===== config.mk =====
export PLATFORM = sky130hd
export DESIGN_NAME = fmul_special_front
export DESIGN_NICKNAME = d
export VERILOG_FILES = /design/src/rtl/fmul_sp_pkg.sv /design/src/rtl/fmul_sp_classify.sv /design/src/rtl/fmul_sp_resolve.sv /design/src/rtl/fmul_special_front.sv
export SDC_FILE = /design/constraint.sdc
export NUM_CORES = 1
export LEC_CHECK = 0
export CORE_UTILIZATION = 48
export DETAILED_ROUTE_END_ITERATION = 7
export PLACE_DENSITY = 0.86
export RECOVER_POWER = 50
export SYNTH_ARGS = -nofsm -noshare
export SYNTH_HDL_FRONTEND = slang
export SYNTH_SLANG_ARGS = --single-unit
export TNS_END_PERCENT = 20

===== constraint.sdc =====
create_clock -name clk_i -period 4.2 [get_ports clk_i]
set_clock_uncertainty 0.2 [all_clocks]
set_input_delay 0.42 -clock clk_i [delete_from_list [all_inputs] [get_ports clk_i]]
set_output_delay 0.42 -clock clk_i [all_outputs]
set_load 0.005 [all_outputs]

===== src/rtl/fmul_sp_pkg.sv =====
package fmul_sp_pkg;
  typedef struct packed {
    logic is_nan;
    logic is_snan;
    logic is_inf;
    logic is_zero;
  } opclass_t;

  typedef enum logic [1:0] {
    K_RES  = 2'd0,
    K_TRAP = 2'd1,
    K_DP   = 2'd2
  } kind_t;
endpackage


===== src/rtl/fmul_sp_classify.sv =====
module fmul_sp_classify
  import fmul_sp_pkg::*;
#(
  parameter int   EXP_W    = 11,
  parameter int   FRAC_W   = 52,
  parameter logic SNAN_VAL = 1'b0,
  localparam int  W        = 1 + EXP_W + FRAC_W
) (
  input  logic [W-1:0] op_i,
  output opclass_t     cls_o
);
  logic exp_max, frac_nz;

  always_comb begin
    exp_max       = &op_i[W-2:FRAC_W];
    frac_nz       = |op_i[FRAC_W-1:0];
    cls_o.is_nan  = exp_max & frac_nz;
    cls_o.is_snan = exp_max & frac_nz & (op_i[FRAC_W-1] == SNAN_VAL);
    cls_o.is_inf  = exp_max & ~frac_nz;
    cls_o.is_zero = ~|op_i[W-2:0];
  end
endmodule


===== src/rtl/fmul_sp_resolve.sv =====
module fmul_sp_resolve
  import fmul_sp_pkg::*;
#(
  parameter int   EXP_W    = 11,
  parameter int   FRAC_W   = 52,
  parameter logic SNAN_VAL = 1'b0,
  localparam int  W        = 1 + EXP_W + FRAC_W
) (
  input  logic [W-1:0] opa_i,
  input  logic [W-1:0] opb_i,
  input  opclass_t     cls_a_i,
  input  opclass_t     cls_b_i,
  input  logic         trap_en_i,
  output kind_t        kind_o,
  output logic [W-1:0] res_o,
  output logic         inv_o
);
  localparam logic QUIET = ~SNAN_VAL;
  localparam logic [W-1:0] DEF_NAN =
    {1'b0, {EXP_W{1'b1}}, QUIET, {(FRAC_W-1){~QUIET}}};

  function automatic logic [W-1:0] quieten(input logic [W-1:0] x);
    logic [W-1:0] y;
    y = x;
    y[FRAC_W-1] = QUIET;
    // quiet polarity 0 with empty payload would read as infinity
    if (!QUIET && y[FRAC_W-2:0] == '0) y[0] = 1'b1;
    return y;
  endfunction

  logic         sgn;
  logic [W-1:0] inf_w, zero_w, raw_res;
  logic         raw_inv, settled;

  always_comb begin
    sgn     = opa_i[W-1] ^ opb_i[W-1];
    inf_w   = {sgn, {EXP_W{1'b1}}, {FRAC_W{1'b0}}};
    zero_w  = {sgn, {(W-1){1'b0}}};
    raw_res = '0;
    raw_inv = 1'b0;
    settled = 1'b1;
    if (cls_a_i.is_nan) begin
      if (cls_a_i.is_snan) begin
        raw_res = quieten(opa_i); raw_inv = 1'b1;
      end else if (cls_b_i.is_snan) begin
        raw_res = quieten(opb_i); raw_inv = 1'b1;
      end else begin
        raw_res = opa_i;
      end
    end else if (cls_b_i.is_nan) begin
      raw_res = cls_b_i.is_snan ? quieten(opb_i) : opb_i;
      raw_inv = cls_b_i.is_snan;
    end else if (cls_a_i.is_inf || cls_b_i.is_inf) begin
      if (cls_a_i.is_zero || cls_b_i.is_zero) begin
        raw_res = DEF_NAN; raw_inv = 1'b1;
      end else begin
        raw_res = inf_w;
      end
    end else if (cls_a_i.is_zero || cls_b_i.is_zero) begin
      raw_res = zero_w;
    end else begin
      settled = 1'b0;
    end

    if (!settled) begin
      kind_o = K_DP;   res_o = '0;      inv_o = 1'b0;
    end else if (raw_inv && trap_en_i) begin
      kind_o = K_TRAP; res_o = '0;      inv_o = 1'b0;
    end else begin
      kind_o = K_RES;  res_o = raw_res; inv_o = raw_inv;
    end
  end
endmodule


===== src/rtl/fmul_special_front.sv =====
module fmul_special_front
  import fmul_sp_pkg::*;
#(
  parameter int   EXP_W    = 11,
  parameter int   FRAC_W   = 52,
  parameter logic SNAN_VAL = 1'b0,
  localparam int  W        = 1 + EXP_W + FRAC_W
) (
  input  logic         clk_i,
  input  logic         rst_ni,
  input  logic         start_i,
  input  logic [W-1:0] opa_i,
  input  logic [W-1:0] opb_i,
  input  logic         inv_trap_en_i,
  output logic         done_o,
  output logic         result_vld_o,
  output logic [W-1:0] result_o,
  output logic         flag_invalid_o,
  output logic         trap_invalid_o,
  output logic         need_dp_o,
  output logic [W-1:0] dp_opa_o,
  output logic [W-1:0] dp_opb_o,
  output logic         dp_sign_o
);
  localparam logic QUIET = ~SNAN_VAL;

  opclass_t     cls_a, cls_b;
  kind_t        kind_d, kind_q;
  logic [W-1:0] res_d, res_q, opa_q, opb_q;
  logic         inv_d, inv_q, done_q;

  fmul_sp_classify #(.EXP_W(EXP_W), .FRAC_W(FRAC_W), .SNAN_VAL(SNAN_VAL))
    u_cls_a (.op_i(opa_i), .cls_o(cls_a));
  fmul_sp_classify #(.EXP_W(EXP_W), .FRAC_W(FRAC_W), .SNAN_VAL(SNAN_VAL))
    u_cls_b (.op_i(opb_i), .cls_o(cls_b));

  fmul_sp_resolve #(.EXP_W(EXP_W), .FRAC_W(FRAC_W), .SNAN_VAL(SNAN_VAL))
    u_resolve (
      .opa_i(opa_i), .opb_i(opb_i), .cls_a_i(cls_a), .cls_b_i(cls_b),
      .trap_en_i(inv_trap_en_i), .kind_o(kind_d), .res_o(res_d), .inv_o(inv_d)
    );

  always_ff @(posedge clk_i or negedge rst_ni) begin
    if (!rst_ni) begin
      done_q <= 1'b0;
      kind_q <= K_RES;
      res_q  <= '0;
      inv_q  <= 1'b0;
      opa_q  <= '0;
      opb_q  <= '0;
    end else begin
      done_q <= start_i;
      if (start_i) begin
        kind_q <= kind_d;
        res_q  <= res_d;
        inv_q  <= inv_d;
        opa_q  <= opa_i;
        opb_q  <= opb_i;
      end
    end
  end

  assign done_o         = done_q;
  assign result_vld_o   = done_q && (kind_q == K_RES);
  assign trap_invalid_o = done_q && (kind_q == K_TRAP);
  assign need_dp_o      = done_q && (kind_q == K_DP);
  assign result_o       = result_vld_o ? res_q : '0;
  assign flag_invalid_o = result_vld_o && inv_q;
  assign dp_opa_o       = opa_q;
  assign dp_opb_o       = opb_q;
  assign dp_sign_o      = opa_q[W-1] ^ opb_q[W-1];

  a_r1_done_follows_start: assert property (@(posedge clk_i) disable iff (!rst_ni)
    start_i |=> done_o);
  a_r1_no_spurious_done: assert property (@(posedge clk_i) disable iff (!rst_ni)
    !start_i |=> !done_o);
  a_r1_one_outcome: assert property (@(posedge clk_i) disable iff (!rst_ni)
    done_o |-> $countones({result_vld_o, trap_invalid_o, need_dp_o}) == 1);
  a_r1_idle_quiet: assert property (@(posedge clk_i) disable iff (!rst_ni)
    !done_o |-> !(result_vld_o || trap_invalid_o || need_dp_o || flag_invalid_o));
  a_r6_trap_no_write: assert property (@(posedge clk_i) disable iff (!rst_ni)
    trap_invalid_o |-> !flag_invalid_o && result_o == '0);
  a_r2_sign_xor: assert property (@(posedge clk_i) disable iff (!rst_ni)
    (result_vld_o && !(&result_o[W-2:FRAC_W] && |result_o[FRAC_W-1:0]))
      |-> result_o[W-1] == (dp_opa_o[W-1] ^ dp_opb_o[W-1]));
  a_r3_nan_out_quiet: assert property (@(posedge clk_i) disable iff (!rst_ni)
    (result_vld_o && &result_o[W-2:FRAC_W] && |result_o[FRAC_W-1:0])
      |-> result_o[FRAC_W-1] == QUIET);
  a_r9_dp_no_flag: assert property (@(posedge clk_i) disable iff (!rst_ni)
    need_dp_o |-> !flag_invalid_o && result_o == '0);
endmodule


==> results of run 1 <==
## per-stage QoR
step | instance area, um^2 | instances
CTS | 12860 | 1220
global placement | 12210 | 1187
floorplan | 8708 | 665
detailed placement | 12210 | 1187
global route | 12840 | 1220
finish | 12840 | 1220
## cell families (layout without fill, tap and decap cells)
group	Yosys count	after routing	share of synthesized area
and+or+nand+nor	144	144	0.1024
DFF	196	196	0.5632
xor gates and xnor gates	1	1	0.001006
AOI/OAI and AO/OA	130	130	0.1322
buffers and inverters	64	394	0.03319
muxes	130	130	0.1680
## timing repair
item / CTS / global route
endpoints found under the hold margin: 105 / 0
hold buffers: 1 / 0
buffers inserted: 0 / 0
gates resized for setup: 0 / 0
## sequential cells by signal (all words and copies together) (netlist names)
| register | cells |
|---|---|
| dp_opa_o | 64 |
| kind_q | 2 |
| done_o | 1 |
| res_q | 64 |
| dp_opb_o | 64 |
| inv_q | 1 |
## critical path, cell delays in order
cell	delay, ns
clkdlybuf4s50_1	0.52
nor4_1	0.59
nand4_1	0.29
nor4_4	0.48
o32ai_1	0.14
o21a_1	0.23
or2_2	0.46
buf_12	0.23
o2bb2ai_1	0.17
## power by group through the flow
stage,Sequential [mW],Combinational [mW],Clock [mW]
final,2.08,0.690,1.76
after global routing,2.09,0.737,1.86
after CTS,2.08,0.704,1.79
after detailed placement,2.11,0.700,0
after global placement,2.10,0.692,0
after floorplan,2.12,0.173,0
## per-layer routing
layer / vias to the layer above / wire, um / GRT usage
li1: 3112 / - / -
met1: 3462 / 10380 / 0.3648
met2: 332 / 13280 / 0.4958
met3: 41 / 2398 / 0.08444
met4: 0 / 729 / 0.1093
met5: - / 0 / 0
## cell type report
cell class / count / area share
multi-input combinational: 405 / 0.2754
tap: 225 / 0.02193
clock buffer: 19 / 0.03529
inverter: 16 / 0.004679
sequential: 196 / 0.3821
clock inverter: 13 / 0.01423
timing repair buffer: 346 / 0.2664
## layout by cell type (no fill, tap or decap), drive strengths merged, types with 13 or more instances in the layout
cell           netlist  final
buf                 14     13
clkdlybuf4s50        0    304
o2bb2ai             50     50
and2                65     65
clkbuf              34     24
mux2               129    129
a22oi               52     52
inv                 16     23
dlygate4sd3          0     24
o21ai               14     14
dfrtp              196    196
nor4                32     32
## worst max path at each step
stage,slack [ns],depth (start not counted),startpoint,to
final,0.78,9,opa_i[9],res_q[33]
after floorplan,1.68,9,opb_i[6],res_q[22]
after detailed placement,0.40,9,opa_i[9],res_q[14]
after global routing,0.32,3,rst_ni,res_q[52]
after CTS,0.84,9,opa_i[9],res_q[36]
after global placement,0.45,9,opa_i[9],res_q[14]
==> impl_metrics.csv, run 1 <==
group,metric,value,unit
global_route,grt_pass1_vias,7163,
final_layout,utilization,0.7345,
floorplanning,ioPinCount,330,
global_route,antenna_found_initial,0,
worst_setup_path,cp.arrival,3.57,ns
cts,cts-root-buf,"clkbuf_16",
timing,setup_ws,0.7769,ns
placed_design,dp_hpwl,19.74,mm
worst_setup_path,reg2reg_to,"dp_opa_o[63]",
detailed_routing,drt_wl_total,26.79,mm
placed_design,post-place-ws,0.4017,ns
floorplanning,std_cell_rows,48,
yosys,yosysMostFrequentCell,"dfrtp_1",
yosys,synth.distinct_cells,42,
global_route,grt_usage,0.2968,
timing,rsz0062_at_grt,"no",
cts,clock-sinks,196,
yosys,synth_top_area_cell,"dfrtp_1",
run_status,run_status,"complete, but fails checks",
yosys,synth_area_per_cell,13.10,um^2
timing,timing.setup.tns,0,ns
timing,finalSetupViolCount,0,
detailed_routing,wl_per_cell,21.96,um
final_layout,seq_area,4905,um^2
cts,cts_inserted_buffers,17,
yosys,synth_edf_count,0,
yosys,netlist_instances,665,
detailed_routing,antenna_left,0,
worst_hold_path,min_path_type,"in -> reg",
job,cap_violations,3,
run_status,violations,"capacitance limit, slew limit",
worst_setup_path,rrSetupSlack,3.19,ns
power,totalPowerFinal,4.528,mW
worst_setup_path,crit_path_start_kind,"input port",
power,power_switching,1.092,mW
timing,finalMaxSlewViolations,199,
cts,path_clk_slew,0.07,ns
timing,hold_viol_final,0,
detailed_routing,num_vias,6947,
cts,ctsHtreeMaxLevel,4,
power,sw_frac_of_total,0.2412,
final_layout,final_net_count,1114,
worst_setup_path,required,4.34,ns
floorplanning,fp.dieH,136.7,um
worst_setup_path,path_class,"in -> reg",
worst_setup_path,reg2reg_depth,1,
worst_setup_path,timing.rr.start,"dp_opa_o[63]",
final_layout,fillCellCount,1219,
placed_design,gp_congestion,0.8572,
cts,clk_latency,0.43,ns
yosys,ys_ff_latch,196,
placed_design,io_buffers,329,
floorplanning,initial_core_util,0.4983,
timing,min_period,3.423,ns
worst_hold_path,hold-path-endpoint,"done_o",
power,power-per-cell-area,352.7,nW/um^2
final_layout,areaGrowthSynthToFinish,47.40,%
timing,tightest_slew,2.723,ns
power,leakage,5.096,nW
yosys,yosys-top-cells-count,"196 x dfrtp_1, 129 x mux2_2, 65 x and2_1",
worst_hold_path,hold_path_depth,1,
yosys,synthTopCellsByArea,"dfrtp_1 56%, mux2_2 17%, and2_1 4.7%",
power,seq_power_share,0.458,
timing,max_freq,0.2921,GHz
global_route,grt_max_degree,110,
global_route,overflow,0,
final_layout,n_antenna_cell,0,
power,combPwrFrac,0.152,
worst_hold_path,hp-start,"start_i",
yosys,netlist_area,8708,um^2
yosys,yosys.area.top_type_share,0.5632,
detailed_routing,drt_drc_violations_left,0,
yosys,yosys_most_used_dff,"dfrtp_1",
global_route,grt_pass1_wl,41.22,mm
timing,relSlewSlack,-0.8154,
timing,finalHoldWorstSlack,0.1741,ns
worst_setup_path,cp_max_fo,32,
timing,period_share,0.8150,
power,ir_drop,0.2532,mV
cts,clock_path_buffers,2,
cts,cts_tree,"yes",
power,p_clk_frac,0.389,
worst_setup_path,cp-end-kind,"flop",
yosys,synth_fp_nets,797,
final_layout,multi_input_area,3535,um^2
detailed_routing,vias_per_cell,5.694,
floorplanning,fp.dieW,136.7,um
detailed_routing,drtIter0Drc,324,
floorplanning,core-area,17480,um^2
yosys,ys_seq_area_frac,0.5632,
yosys,synth-async-reset-ratio,1.000,
floorplanning,die_area,18690,um^2
detailed_routing,first_pass_iters,5,
final_layout,drive_gt1_frac,0.2090,
power,power.internal,3.436,mW
yosys,yosys_warnings,0,
No activity file was read; power rests on OpenSTA's default activity.
==> run 2, diff against run 1 <==
- CORE_UTILIZATION: 48 -> 45
- PLACE_DENSITY: 0.86 -> 0.82
- clock period: 4.2 -> 3.55 ns (I/O delays scaled with it)
==> impl_metrics.csv, run 2 (same netlist as run 1, synthesis figures left out) <==
group,metric,value,unit
final_layout,most-common-layout-cells,"326 x clkdlybuf4s50_1, 196 x dfrtp_1, 129 x mux2_2",
floorplanning,fp.dieW,141.1,um
final_layout,multi_input_area,3535,um^2
timing,finalSetupViolCount,0,
power,ir_drop,0.3204,mV
global_route,grt_pass1_wl,41.77,mm
run_status,run_status,"complete, but fails checks",
detailed_routing,wl_per_cell,21.16,um
final_layout,final_common_cell,"clkdlybuf4s50_1",
placed_design,io_buffers,329,
detailed_routing,antenna_left,0,
worst_setup_path,cp-end-kind,"flop",
job,cap_violations,1,
timing,finalHoldWorstSlack,0.2799,ns
floorplanning,std_cell_rows,50,
worst_setup_path,cp_max_fo,36,
global_route,grt_pass1_vias,7204,
global_route,overflow,0,
worst_hold_path,min_path_type,"reg -> reg",
detailed_routing,first_pass_iters,5,
cts,clock_path_buffers,2,
global_route,grt_usage,0.2765,
global_route,antenna_found_initial,0,
cts,clock-sinks,196,
worst_setup_path,required,3.69,ns
cts,cts_tree,"yes",
cts,ctsHtreeMaxLevel,4,
timing,min_period,3.039,ns
placed_design,dp_hpwl,19.07,mm
timing,relSlewSlack,-0.3343,
timing,finalMaxSlewViolations,149,
final_layout,seq_area,4905,um^2
timing,tightest_slew,2.001,ns
detailed_routing,num_vias,7024,
cts,clk_latency,0.43,ns
floorplanning,fp.dieH,141.1,um
power,power-per-cell-area,398.1,nW/um^2
cts,path_clk_slew,0.06,ns
final_layout,final_net_count,1120,
run_status,violations,"capacitance limit, slew limit",
floorplanning,initial_core_util,0.4625,
cts,cts_inserted_buffers,17,
final_layout,drive_gt1_frac,0.2094,
worst_setup_path,crit_path_start_kind,"input port",
final_layout,n_antenna_cell,0,
placed_design,gp_congestion,0.9142,
detailed_routing,drt_wl_total,26.62,mm
timing,timing.setup.tns,0,ns
power,totalPowerFinal,5.124,mW
timing,period_share,0.8560,
detailed_routing,drtIter0Drc,396,
worst_setup_path,cp.arrival,3.18,ns
final_layout,fillCellCount,1413,
floorplanning,ioPinCount,330,
worst_setup_path,path_class,"in -> reg",
detailed_routing,vias_per_cell,5.583,
global_route,grt_max_degree,149,
cts,cts-root-buf,"clkbuf_16",
detailed_routing,drt_drc_violations_left,0,
timing,setup_ws,0.5111,ns
timing,rsz0062_at_grt,"no",
power,leakage,5.075,nW
timing,hold_viol_final,0,
floorplanning,die_area,19910,um^2
timing,max_freq,0.3291,GHz
cts,cts_setup_buffers,0,
final_layout,areaGrowthSynthToFinish,47.80,%
floorplanning,core-area,18830,um^2
placed_design,post-place-ws,0.09274,ns
[run 2: cell count changes in the layout (fill, tap and decap cells not counted), sizes merged]
cell           before  now
clkinv              3    1
bufinv              3    1
clkdlybuf4s50     304  326
buf                13   19
inv                23   18
clkinvlp            0    3
clkbuf             24   27
dlygate4sd3        24    2
[run 2: area by class of cell]
type	instances	share of cell area
repair buffers	352	0.2717
flip-flops and latches	196	0.3811
clock inverters	7	0.005833
clock buffers	22	0.03684
inverters	16	0.004666
multi-input cells	405	0.2746
well taps	260	0.02527
[run 2: repair_timing]
| action | in CTS | in global routing |
|---|---|---|
| gates resized for setup | 0 | 0 |
| hold endpoints to repair | 94 | 0 |
| endpoints found under the setup margin | 0 | 0 |
| hold buffers | 1 | 0 |
[run 2: where the power goes]
group	leakage [nW]	switching, mW	total (mW)	internal [mW]
clock	0.261	0.826	1.84	1.02
sequential	2.44	0.0735	2.45	2.38
combinational	2.38	0.305	0.828	0.523
total	5.08	1.20	5.12	3.92
[run 2: path summary, 6_finish.rpt]
check	start	to	slack, ns	depth (start not counted)
max	opa_i[10]	res_q[32]	0.51	11
min	res_q[0]	res_q[0]	0.28	1
max reg2reg	kind_q[1]	kind_q[1]	2.54	1
min reg2reg	res_q[0]	res_q[0]	0.28	1
max in group asynchronous	rst_ni	done_o	1.11	3
min in group asynchronous	rst_ni	dp_opb_o[57]	0.34	2
[run 2: worst max-delay path, cell delays in order]
cell and delay [ns]:
clkdlybuf4s50_1 0.56, nor4_1 0.45, buf_4 0.18, nand4_1 0.18, nor4_4 0.34, buf_4 0.18
nor2_2 0.06, a211oi_4 0.28, buf_12 0.25, a22oi_1 0.13, o2bb2ai_1 0.17
[run 2: routing by layer]
metal  part of all wire  GRT usage
met1               0.40     0.3472
met2               0.49     0.4567
met3              0.082    0.08050
met4              0.022    0.09325
met5                  0          0
[run 2: through the flow]
step                cell area [um^2]  utilization  instances
detailed placement             12350       0.6559       1228
global route                   12870       0.6835       1258
global placement               12350       0.6559       1228
floorplan                       8708            -        665
finish                         12870       0.6835       1258
CTS                            12910       0.6856       1258
==> run 3, diff against run 2 <==
- REMOVE_ABC_BUFFERS: default -> 1
==> impl_metrics.csv, run 3 (same netlist as run 1, synthesis figures left out) <==
group,metric,value,unit
run_status,run_status,"complete, but fails checks",
run_status,violations,"capacitance limit, slew limit",
worst_setup_path,cpMaxStageDelayCell,"clkdlybuf4s50_1",
global_route,globalRouteMet3Util,0.05740,
detailed_routing,first_pass_iters,5,
cts,path_clk_slew,0.07,ns
timing,setup_ws,0.4295,ns
worst_setup_path,slowest_delay,0.54,ns
worst_hold_path,hold_path_depth,1,
timing,max_freq,0.3205,GHz
detailed_routing,drt_wl_total,25.88,mm
timing,min_period,3.120,ns
detailed_routing,num_vias,6868,
detailed_routing,drt_drc_violations_left,0,
power,power.internal,3.860,mW
final_layout,n_antenna_cell,0,
floorplanning,ioPinCount,330,
detailed_routing,wl_per_cell,20.65,um
worst_setup_path,cp.arrival,3.28,ns
timing,finalMaxSlewViolations,149,
cts,clock-sinks,196,
timing,relSlewSlack,-0.3713,
worst_setup_path,timing.rr.start,"kind_q[0]",
power,seq_power_share,0.476,
cts,clk_latency,0.44,ns
floorplanning,fp.dieH,141.1,um
floorplanning,fp.dieW,141.1,um
worst_setup_path,reg2reg_depth,2,
timing,period_share,0.8790,
placed_design,dp_hpwl,18.30,mm
cts,cts_setup_buffers,0,
power,combPwrFrac,0.159,
cts,post_cts_resize_count,0,
detailed_routing,vias_per_cell,5.481,
cts,ctsHtreeMaxLevel,4,
power,power-per-cell-area,401.7,nW/um^2
floorplanning,die_area,19910,um^2
final_layout,areaGrowthSynthToFinish,47.33,%
global_route,met2_usage,0.4453,
cts,clock_path_buffers,2,
final_layout,drive_gt1_frac,0.2075,
power,ir_drop,0.3216,mV
worst_hold_path,hp-start,"res_q[38]",
worst_hold_path,min_path_type,"reg -> reg",
worst_setup_path,path_class,"in -> reg",
worst_setup_path,crit_path_start_kind,"input port",
detailed_routing,drtIter0Drc,365,
global_route,grt_use_met1,0.3323,
global_route,grt_pass1_vias,6991,
placed_design,io_buffers,329,
power,sw_frac_of_total,0.2510,
timing,hold_viol_final,0,
global_route,grt_busiest_layer,"met2",
power,leakage,5.043,nW
worst_setup_path,cp-end-kind,"flop",
worst_setup_path,cp_max_fo,38,
placed_design,gp_congestion,0.8571,
final_layout,final_common_cell,"clkdlybuf4s50_1",
worst_setup_path,rrSetupSlack,2.53,ns
power,power_switching,1.293,mW
worst_setup_path,required,3.70,ns
floorplanning,initial_core_util,0.4625,
timing,tightest_slew,2.057,ns
cts,cts-root-buf,"clkbuf_16",
global_route,antenna_found_initial,0,
worst_hold_path,hold-path-endpoint,"res_q[38]",
worst_setup_path,crit_path_cell_trace,"clkdlybuf4s50_1 -> nor4_1 -> nand4_1 -> nor4_4 -> buf_4 -> nor2_1 -> a211oi_4 -> buf_12 -> a22oi_1 -> o2bb2ai_1",
global_route,grt_pass1_wl,39.72,mm
global_route,overflow,0,
global_route,grt_usage,0.2624,
timing,finalSetupViolCount,0,
placed_design,post-place-ws,0.09106,ns
final_layout,final_net_count,1112,
worst_setup_path,reg2reg_to,"kind_q[0]",
detailed_routing,antenna_left,0,
job,cap_violations,1,
floorplanning,core-area,18830,um^2
timing,rsz0062_at_grt,"no",
cts,cts_inserted_buffers,17,
final_layout,most-common-layout-cells,"327 x clkdlybuf4s50_1, 196 x dfrtp_1, 129 x mux2_2",
global_route,grt_max_degree,149,
final_layout,utilization,0.6813,
cts,cts_tree,"yes",
cts,hold_buffers,1,
floorplanning,std_cell_rows,50,
power,p_clk_frac,0.365,
==> run 3: cell count changes in the layout (fill, tap and decap cells not counted) <==
cell and change:
clkbuf_8 -1, clkinvlp_4 +1, bufinv_16 -1, clkbuf_1 -2, dlygate4sd3_1 -1, clkdlybuf4s50_1 +1
buf_4 -8, clkinv_4 +2, inv_8 +4
==> run 3: how the worst max path moves through the flow <==
stage               startpoint   endpoint  slack [ns]  depth (start not counted)
floorplan             opa_i[6]  res_q[10]        -0.1                          7
global placement     opb_i[51]  res_q[28]        0.20                         10
detailed placement   opb_i[51]  res_q[46]        0.09                         10
CTS                  opb_i[51]  res_q[24]        0.54                         10
global route         opb_i[51]  res_q[35]        0.33                         10
finish               opb_i[51]  res_q[24]        0.43                         10
==> run 3: stage by stage <==
stage	std cells	hold slack (ns)	TNS, ns	area, um^2	total power, mW
floorplan	617	-0.1406	-9.396	8479	2.685
global placement	1220	0.2624	0	12290	3.305
detailed placement	1220	0.2658	0	12290	3.319
CTS	1253	0.2875	0	12870	5.208
global route	1253	0.2934	0	12830	5.348
finish	1253	0.2814	0	12830	5.154
==> run 3: area by class of cell <==
cell class | count | area (um^2)
clock buffer | 19 | 452.9
clock inverter | 13 | 115.1
fill | 1406 | 6001
inverter | 16 | 60.06
multi-input combinational | 405 | 3535
sequential | 196 | 4905
tap | 260 | 325.3
timing repair buffer | 344 | 3437
==> run 3: routing by layer <==
| metal | routed length (um) | vias up |
|---|---|---|
| li1 | - | 3110 |
| met1 | 10810 | 3463 |
| met2 | 13070 | 264 |
| met3 | 1547 | 31 |
| met4 | 450 | 0 |
| met5 | 0 | - |
==> run 3: power by group through the flow <==
stage | Clock, mW | Sequential [mW] | Combinational, mW
CTS | 1.93 | 2.45 | 0.829
global route | 2.01 | 2.47 | 0.871
detailed placement | 0 | 2.50 | 0.823
global placement | 0 | 2.49 | 0.817
finish | 1.88 | 2.45 | 0.820
floorplan | 0 | 2.51 | 0.178
==> run 3: critical path: cells and delay by family <==
family                 cells  cell delay (ns)
and+or+nand+nor            4             1.31
buffers and inverters      3             1.00
AOI/OAI and AO/OA          3             0.58
